**config.mk**
```make
export PLATFORM = sky130hd
export DESIGN_NAME = sarConvTimer
export DESIGN_NICKNAME = d
export VERILOG_FILES = /design/src/rtl/sarTimerPkg.sv /design/src/rtl/sarTimerCtrl.sv /design/src/rtl/sarTimerDp.sv /design/src/rtl/sarConvTimer.sv
export SDC_FILE = /design/constraint.sdc
export NUM_CORES = 1
export LEC_CHECK = 0
export BUFFER_PORTS_ARGS = -buffer_cell sky130_fd_sc_hd__buf_2
export CELL_PAD_IN_SITES_DETAIL_PLACEMENT = 0
export CELL_PAD_IN_SITES_GLOBAL_PLACEMENT = 1
export CORE_ASPECT_RATIO = 1.5
export CORE_UTILIZATION = 41
export DETAILED_ROUTE_END_ITERATION = 16
export GPL_TIMING_DRIVEN = 0
export HOLD_SLACK_MARGIN = 0.1
export PLACE_DENSITY = 0.9
export SYNTH_ARGS = -nofsm -noshare
export SYNTH_HDL_FRONTEND = slang
export SYNTH_SLANG_ARGS = --single-unit
```
**constraint.sdc**
```tcl
create_clock -name clk -period 1.4 [get_ports clk]
set_input_delay 0.14 -clock clk [delete_from_list [all_inputs] [get_ports clk]]
set_output_delay 0.14 -clock clk [all_outputs]
set_load 0.02 [all_outputs]
```
**src/rtl/sarTimerPkg.sv**
```systemverilog
package sarTimerPkg;
  // Longest conversion: 12 bits plus two extra converter clocks.
  localparam int MIN_BITS = 6;
  localparam int BIT_STEP = 2;
  localparam int EXTRA_CLK = 2;
  localparam int MAX_LEN = MIN_BITS + 3 * BIT_STEP + EXTRA_CLK;
  localparam int LEN_W = $clog2(MAX_LEN + 1);
  localparam int SEL_W = 3;

  typedef enum logic [1:0] {
    RES_6 = 2'd0,
    RES_8 = 2'd1,
    RES_10 = 2'd2,
    RES_12 = 2'd3
  } resT;

  // Strobes from control to datapath.
  typedef struct packed {
    logic load;   // accepted start, capture settings
    logic tick;   // one converter clock consumed
  } strobeT;

  // Number of converter clocks a conversion takes at resolution r.
  function automatic logic [LEN_W-1:0] convLen(input logic [1:0] r);
    return LEN_W'(MIN_BITS + EXTRA_CLK) + LEN_W'({r, 1'b0});
  endfunction

  // Largest legal early select at resolution r.
  function automatic logic [SEL_W-1:0] selLimit(input logic [1:0] r);
    logic [SEL_W-1:0] lim;
    case (resT'(r))
      RES_6:   lim = 3'd3;
      RES_8:   lim = 3'd5;
      default: lim = 3'd7;
    endcase
    return lim;
  endfunction
endpackage

```
**src/rtl/sarTimerCtrl.sv**
```systemverilog
module sarTimerCtrl
  import sarTimerPkg::*;
(
  input  logic   clk,
  input  logic   rstN,
  input  logic   start,
  input  logic   cnvEn,
  input  logic   lastTick,
  output strobeT strobe,
  output logic   busy
);
  typedef enum logic {ST_IDLE, ST_CONV} stateT;
  stateT state, stateNext;

  always_comb begin
    strobe = '0;
    stateNext = state;
    unique case (state)
      ST_IDLE: begin
        if (start) begin
          strobe.load = 1'b1;
          stateNext = ST_CONV;
        end
      end
      ST_CONV: begin
        // start is deliberately not looked at here
        strobe.tick = cnvEn;
        if (lastTick) stateNext = ST_IDLE;
      end
      default: stateNext = ST_IDLE;
    endcase
  end

  always_ff @(posedge clk or negedge rstN) begin
    if (!rstN) state <= ST_IDLE;
    else       state <= stateNext;
  end

  assign busy = (state == ST_CONV);
endmodule

```
**src/rtl/sarTimerDp.sv**
```systemverilog
module sarTimerDp
  import sarTimerPkg::*;
#(
  parameter int NUM_CH = 4,
  localparam int CH_W = (NUM_CH > 1) ? $clog2(NUM_CH) : 1
) (
  input  logic              clk,
  input  logic              rstN,
  input  strobeT            strobe,
  input  logic [1:0]        resSel,
  input  logic [SEL_W-1:0]  eisSel,
  input  logic              override,
  input  logic [CH_W-1:0]   chanSel,
  input  logic [NUM_CH-1:0] globalMask,
  input  logic [NUM_CH-1:0] earlyMask,
  output logic              lastTick,
  output logic              eoc,
  output logic              irq
);
  logic [LEN_W-1:0] tickCnt;
  logic [LEN_W-1:0] lastPosQ;
  logic [LEN_W-1:0] earlyPosQ;
  logic             ovrQ;
  logic             gateQ;

  // Settings decoded at start.
  logic [SEL_W-1:0] selLim, selEff;
  logic [LEN_W-1:0] lenIn, earlyIn;
  logic             gateIn;

  assign selLim = selLimit(resSel);
  assign selEff = (eisSel > selLim) ? selLim : eisSel;
  assign lenIn = convLen(resSel);
  // Early pulse after count reaches len-(k+1): compare before increment.
  assign earlyIn = lenIn - LEN_W'(2) - LEN_W'(selEff);

  // Mask bit picked by the mode in force at start.
  logic [NUM_CH-1:0] maskSel;
  generate
    for (genvar c = 0; c < NUM_CH; c++) begin : gMask
      assign maskSel[c] = override ? globalMask[c] : earlyMask[c];
    end
  endgenerate
  assign gateIn = maskSel[chanSel];

  always_ff @(posedge clk or negedge rstN) begin
    if (!rstN) begin
      lastPosQ <= '0;
      earlyPosQ <= '0;
      ovrQ <= 1'b0;
      gateQ <= 1'b0;
    end else if (strobe.load) begin
      lastPosQ <= lenIn - LEN_W'(1);
      earlyPosQ <= earlyIn;
      ovrQ <= override;
      gateQ <= gateIn;
    end
  end

  always_ff @(posedge clk or negedge rstN) begin
    if (!rstN)            tickCnt <= '0;
    else if (strobe.load) tickCnt <= '0;
    else if (strobe.tick) tickCnt <= tickCnt + LEN_W'(1);
  end

  logic earlyHit;
  assign lastTick = strobe.tick && (tickCnt == lastPosQ);
  assign earlyHit = strobe.tick && (tickCnt == earlyPosQ);

  always_ff @(posedge clk or negedge rstN) begin
    if (!rstN) begin
      eoc <= 1'b0;
      irq <= 1'b0;
    end else begin
      eoc <= lastTick;
      irq <= gateQ && (ovrQ ? lastTick : earlyHit);
    end
  end
endmodule

```
**src/rtl/sarConvTimer.sv**
```systemverilog
module sarConvTimer
  import sarTimerPkg::*;
#(
  parameter int NUM_CH = 4,
  localparam int CH_W = (NUM_CH > 1) ? $clog2(NUM_CH) : 1
) (
  input  logic              clk,
  input  logic              rstN,
  input  logic              cnvEn,
  input  logic              start,
  input  logic [1:0]        resSel,
  input  logic [SEL_W-1:0]  eisSel,
  input  logic              override,
  input  logic [CH_W-1:0]   chanSel,
  input  logic [NUM_CH-1:0] globalMask,
  input  logic [NUM_CH-1:0] earlyMask,
  output logic              busy,
  output logic              eoc,
  output logic              irq
);
  strobeT strobe;
  logic   lastTick;

  sarTimerCtrl uCtrl (
    .clk(clk), .rstN(rstN), .start(start), .cnvEn(cnvEn),
    .lastTick(lastTick), .strobe(strobe), .busy(busy)
  );

  sarTimerDp #(.NUM_CH(NUM_CH)) uDp (
    .clk(clk), .rstN(rstN), .strobe(strobe), .resSel(resSel),
    .eisSel(eisSel), .override(override), .chanSel(chanSel),
    .globalMask(globalMask), .earlyMask(earlyMask),
    .lastTick(lastTick), .eoc(eoc), .irq(irq)
  );
endmodule

```
## Word level (Yosys, flattened, before mapping)

Cells that the tools add are included.
Widths: inputs -> output; s select.

| word-level totals | value |
|---|---|
| output and inout bits | 3 |
| register bits | 17 |
| word-level logic and storage cells | 40 |

| cells by class | value |
|---|---|
| $add $sub $neg | 5 |
| magnitude comparators | 2 |
| reduce and logical (&&, ||, !) cells | 5 |
| bitwise gates (word level) | 1 |
| equal/unequal tests | 3 |
| multiplexer cells | 16 |

Operator list:

| operator | count |
|---|---|
| $mux 1 | 10 |
| $eq 4x4->1 | 2 |
| $mux 4 | 2 |
| $pmux 3 s2 | 1 |
| $add 4x1->4 const B | 1 |
| $add 4x3->4 const A | 1 |
| $sub 4x1->4 const B | 1 |
| $sub 4x2->4 const B | 1 |
| $sub 4x3->4 | 1 |
| $gt 3x3->1 | 1 |
| $logic_and 1x1->1 | 3 |
| $lt 2x3->1 const B | 1 |
| $mux 3 | 1 |
| $bmux 1 s2 | 1 |
| $eq 2x1->1 const B | 1 |
| $logic_not 2->1 | 1 |
| $pmux 1 s2 | 1 |
| $reduce_bool 2->1 | 1 |
| $not 1->1 | 1 |

## Depth between registers and ports, before layout

| logic depth | value |
|---|---|
| depth in word-level cells | 5 |
| gate-level depth with buffers | 13 |
| gate-level depth less buffers | 13 |

## Hierarchy

A second synthesis with hierarchy kept.

| second synthesis, totals | value |
|---|---|
| cell total of the unflattened synthesis | 91 |
| area, all modules | 1007.2 um^2 |

By module, submodules not included:

| module | area each (um^2) | instances | seq. area each (um^2) | cells each |
|---|---|---|---|---|
| sarTimerDp | 959.7 | 1 | 400.4 | 86 |
| sarTimerCtrl | 47.5 | 1 | 25.0 | 5 |

## Least setup slack after synthesis

OpenSTA, ideal clock, no wires.

| timing path | value |
|---|---|
| path type | input to register |
| start | in resSel[0] |
| end | reg uDp.earlyPosQ[2] |
| setup time | 0.125 ns |
| arrival | 2.223 ns |
| stages | 11 |
| data required time | 1.275 ns |
| buffers on the path | 0 |
| path slack | -0.948 ns |
| cells stage by stage | inv_1 > ha_1 > ha_1 > a21oi_1 > a31oi_1 > a21oi_1 > ha_1 > inv_1 > ha_1 > fa_1 > mux2_2 |

| between the ends | value |
|---|---|
| word-level cells in the longest chain between the ends | 5 |
| elaborated cells on any way between the ends | 8 |

RTL lines:

| element | line | text |
|---|---|---|
| start: declaration | sarConvTimer.sv:11 | `input logic [1:0] resSel,` |
| parallel branches: the longest is 4 deep, another holds $add 4x3->4 | - |  |
| $sub 4x3->4 * | sarTimerDp.sv:35 | `assign earlyIn = lenIn - LEN_W'(2) - LEN_W'(selEff);` |
| via uDp.earlyIn[2] | sarTimerDp.sv:28 | `logic [LEN_W-1:0] lenIn, earlyIn;` |
| end signal: assignment | sarTimerDp.sv:54 | `earlyPosQ <= earlyIn;` |
| end: declaration | sarTimerDp.sv:22 | `logic [LEN_W-1:0] earlyPosQ;` |

Mark *: on every way through the listed nets, which the timed path passes.
A chain may end at the register's enable or synchronous reset.

## Final worst setup path

Same ends and word-level chain as after synthesis.

==> results.yml <==
final_layout:
  layout.nets: 155
  area_growth_pct: 31.9
  final_common_cell: "buf_2"
  fin_cells: 147
  mostFrequentLayoutCells: "22 x buf_2, 17 x dfrtp_1, 7 x nand2_1"
  final_area_um2: 1370
  fillers: 222
  diodes: 0
  drive_gt1_share_pct: 41.9
yosys:
  synthTopCellsByArea: "dfrtp_1 41%, ha_1 11%, xnor2_1 5.9%"
  synth-seq-cells: 17
  ys_seq_area_share_pct: 41.1
  syn-instance-count: 94
  ys.warnings.count: 0
  syn_nets: 124
  yosysTopAreaCell: "dfrtp_1"
  netlist_area_um2: 1030
  ys_types: 26
  postSynthAreaPerCell_um2: 11.0
  synthDominantCellAreaShare_pct: 41.1
power_and_ir_drop:
  p_sw_share_pct: 37.9
  power_frac_seq_pct: 39.8
  power.share.combinational_pct: 48.5
  p_int_mw: 1.38
  switchingPower_mw: 0.843
  powerDensity_nw_per_um2: 1630
  p_clk_share_pct: 11.7
  peakVddDrop_uv: 571
  p_leak_nw: 0.637
clocking:
  root_buffer: "clkbuf_4"
  cts_tree: "done"
  clk_pin_slew_ns: 0.10
  cts_max_path_buffers: 2
  htree_levels: 1
  clk_latency_ns: 0.29
  cts_inserted_buffers: 3
  clock_sinks: 17
route:
  antenna_left: 0
  first_pass_iters: 4
  routed_via_density: 5.22
  drtIter0Drc: 8
  wl_mm: 1.95
  num_vias: 768
  wire_per_inst_um: 13.2
  remaining_drc_errors: 0
floorplanning:
  die_h_um: 63.5
  die_area_um2: 2730
  core_um2: 2310
  die_x_um: 43.0
  io-pin-count: 23
  start_util_pct: 44.8
  fp-row-count: 21
sta:
  max_freq_mhz: 484
  slew_headroom_pct: 75.4
  hold_viol_final: 0
  worst_pin_slew_ns: 0.368
  finalSetupViolations: 3
  finalCritPeriodShare_pct: 148
  rsz0062_at_grt: "yes"
  setup_tns_ns: -1.52
  setup_ws_ns: -0.668
  post-route-min-period_ns: 2.07
  drv_slew: 0
  clock_skew_ns: 0.00592
place:
  portBuffers: 21
  placed_cells: 138
  place_area_um2: 1200
  dp.final_hpwl_mm: 1.45
  preCtsSetupSlack_ns: -1.14
  gp_congestion: 0.784
critical_path:
  worstSetupStartpointType: "input port"
  required_ns: 1.59
  crit_fanout: 3
  cp-end-kind: "register"
  arrival_ns: 2.25
  crit_type: "input port to register"
flow_run:
  cap_violations: 0
run_status:
  failed_checks: "negative setup slack"
  status: "finished, violations left"
global_routing:
  grt_first_pass_wirelength_mm: 3.41
  antenna_found_initial: 0
  grt_pass1_vias: 832
  track_usage_pct: 16.2
  overflow: 0
  grt_max_degree: 18
min_path:
  timing.hold.worst.class: "input port to register"
[worst paths after layout]
check	start	to	slack, ns	cells past startpoint
worst max register to register	uDp.tickCnt[0]	uDp.irq	0.05	5
worst max-delay path	resSel[0]	uDp.earlyPosQ[2]	-0.67	13
worst min register to register	uDp.lastPosQ[0]	uDp.lastPosQ[0]	0.52	1
worst min-delay path	override	uDp.ovrQ	0.12	2
max in group asynchronous	rstN	uDp.eoc	0.85	2
min in group asynchronous	rstN	uDp.tickCnt[0]	0.29	2
[layer usage]
| layer | wire (um) | up-vias | GRT usage [%] |
|---|---|---|---|
| met3 | 48 | 4 | 2.01 |
| met2 | 1140 | 14 | 31.3 |
| li1 | - | 380 | - |
| met5 | 0 | - | 0 |
| met1 | 733 | 370 | 16.1 |
| met4 | 27 | 0 | 7.95 |
[flip-flops by register name (all words and copies together), names as in the netlist]
| signal | cells |
|---|---|
| uDp.lastPosQ | 4 |
| uDp.irq | 1 |
| uDp.gateQ | 1 |
| uDp.tickCnt | 4 |
| uDp.eoc | 1 |
| uDp.earlyPosQ | 4 |
| uCtrl.busy | 1 |
| uDp.ovrQ | 1 |
[power by group through the flow]
stage               combinational, mW  clock (mW)  sequential, mW
global route                     1.20       0.277           0.913
CTS                              1.02       0.269           0.892
global placement                0.918           0           0.886
finish                           1.08       0.260           0.885
detailed placement              0.951           0           0.898
floorplan                       0.734           0           0.886
[synthesized netlist by cell type]
cell type and instances:
a21oi_1 2, a22o_1 4, a31o_1 1, a31oi_1 1, buf_2 4, buf_6 2
dfrtp_1 17, fa_1 1, ha_1 9, inv_1 6, mux2_2 4, mux2i_1 5
mux4_2 1, nand2_1 7, nand2b_1 2, nand3_1 2, nand4_1 1, nand4b_1 1
nor2_1 3, nor2b_1 1, nor3_1 1, nor4_2 1, o21ai_0 4, o21ai_1 2
xnor2_1 7, xor2_1 5
[critical path: stages]
cell	delay, ns
buf_8	0.09
inv_6	0.03
ha_4	0.16
ha_4	0.29
a21oi_4	0.06
a31oi_4	0.16
nor2_1	0.06
a21oi_1	0.13
ha_1	0.26
inv_2	0.08
ha_4	0.13
fa_2	0.41
mux2_2	0.26
[cells by family (layout without fill, tap and decap cells)]
group / count (synthesis) / after routing / synth area share, %
AND/OR/NAND/NOR: 19 / 19 / 9.55
flip-flops: 17 / 17 / 41.1
AO/OA/AOI/OAI: 14 / 14 / 8.71
XOR/XNOR: 12 / 12 / 10.2
buffers and inverters: 12 / 42 / 6.29
adder cells (fa/ha/maj): 10 / 10 / 12.8
multiplexers: 10 / 10 / 11.4
[layout make-up]
cell class	instances	area (um2)	area share (%)
well taps	23	28.8	2.11
repair buffers	26	164	12.0
multi-input cells	65	646	47.3
clock buffers	4	26.3	1.92
plain buffers	6	45.0	3.30
inverters	6	30.0	2.20
flip-flops and latches	17	425	31.2
[timing repair]
item | 4_1_cts | 5_1_grt
setup endpoints to repair | 3 | 5
setup buffers | 2 | 1
cloned | 0 | 0
resized for setup | 19 | 7
pin swaps | 7 | 6
hold endpoints to repair | 18 | 0
hold buffers | 2 | 0
[metrics by stage]
step | power (mW) | hold slack, ns | utilization [%]
floorplan | 1.62 | -0.156 | -
global placement | 1.80 | 0.0686 | 51.9
detailed placement | 1.85 | 0.0757 | 51.9
CTS | 2.18 | 0.113 | 57.0
global route | 2.39 | 0.130 | 59.0
finish | 2.22 | 0.120 | 59.0
Note: power is estimated with default switching activity, not from simulation.
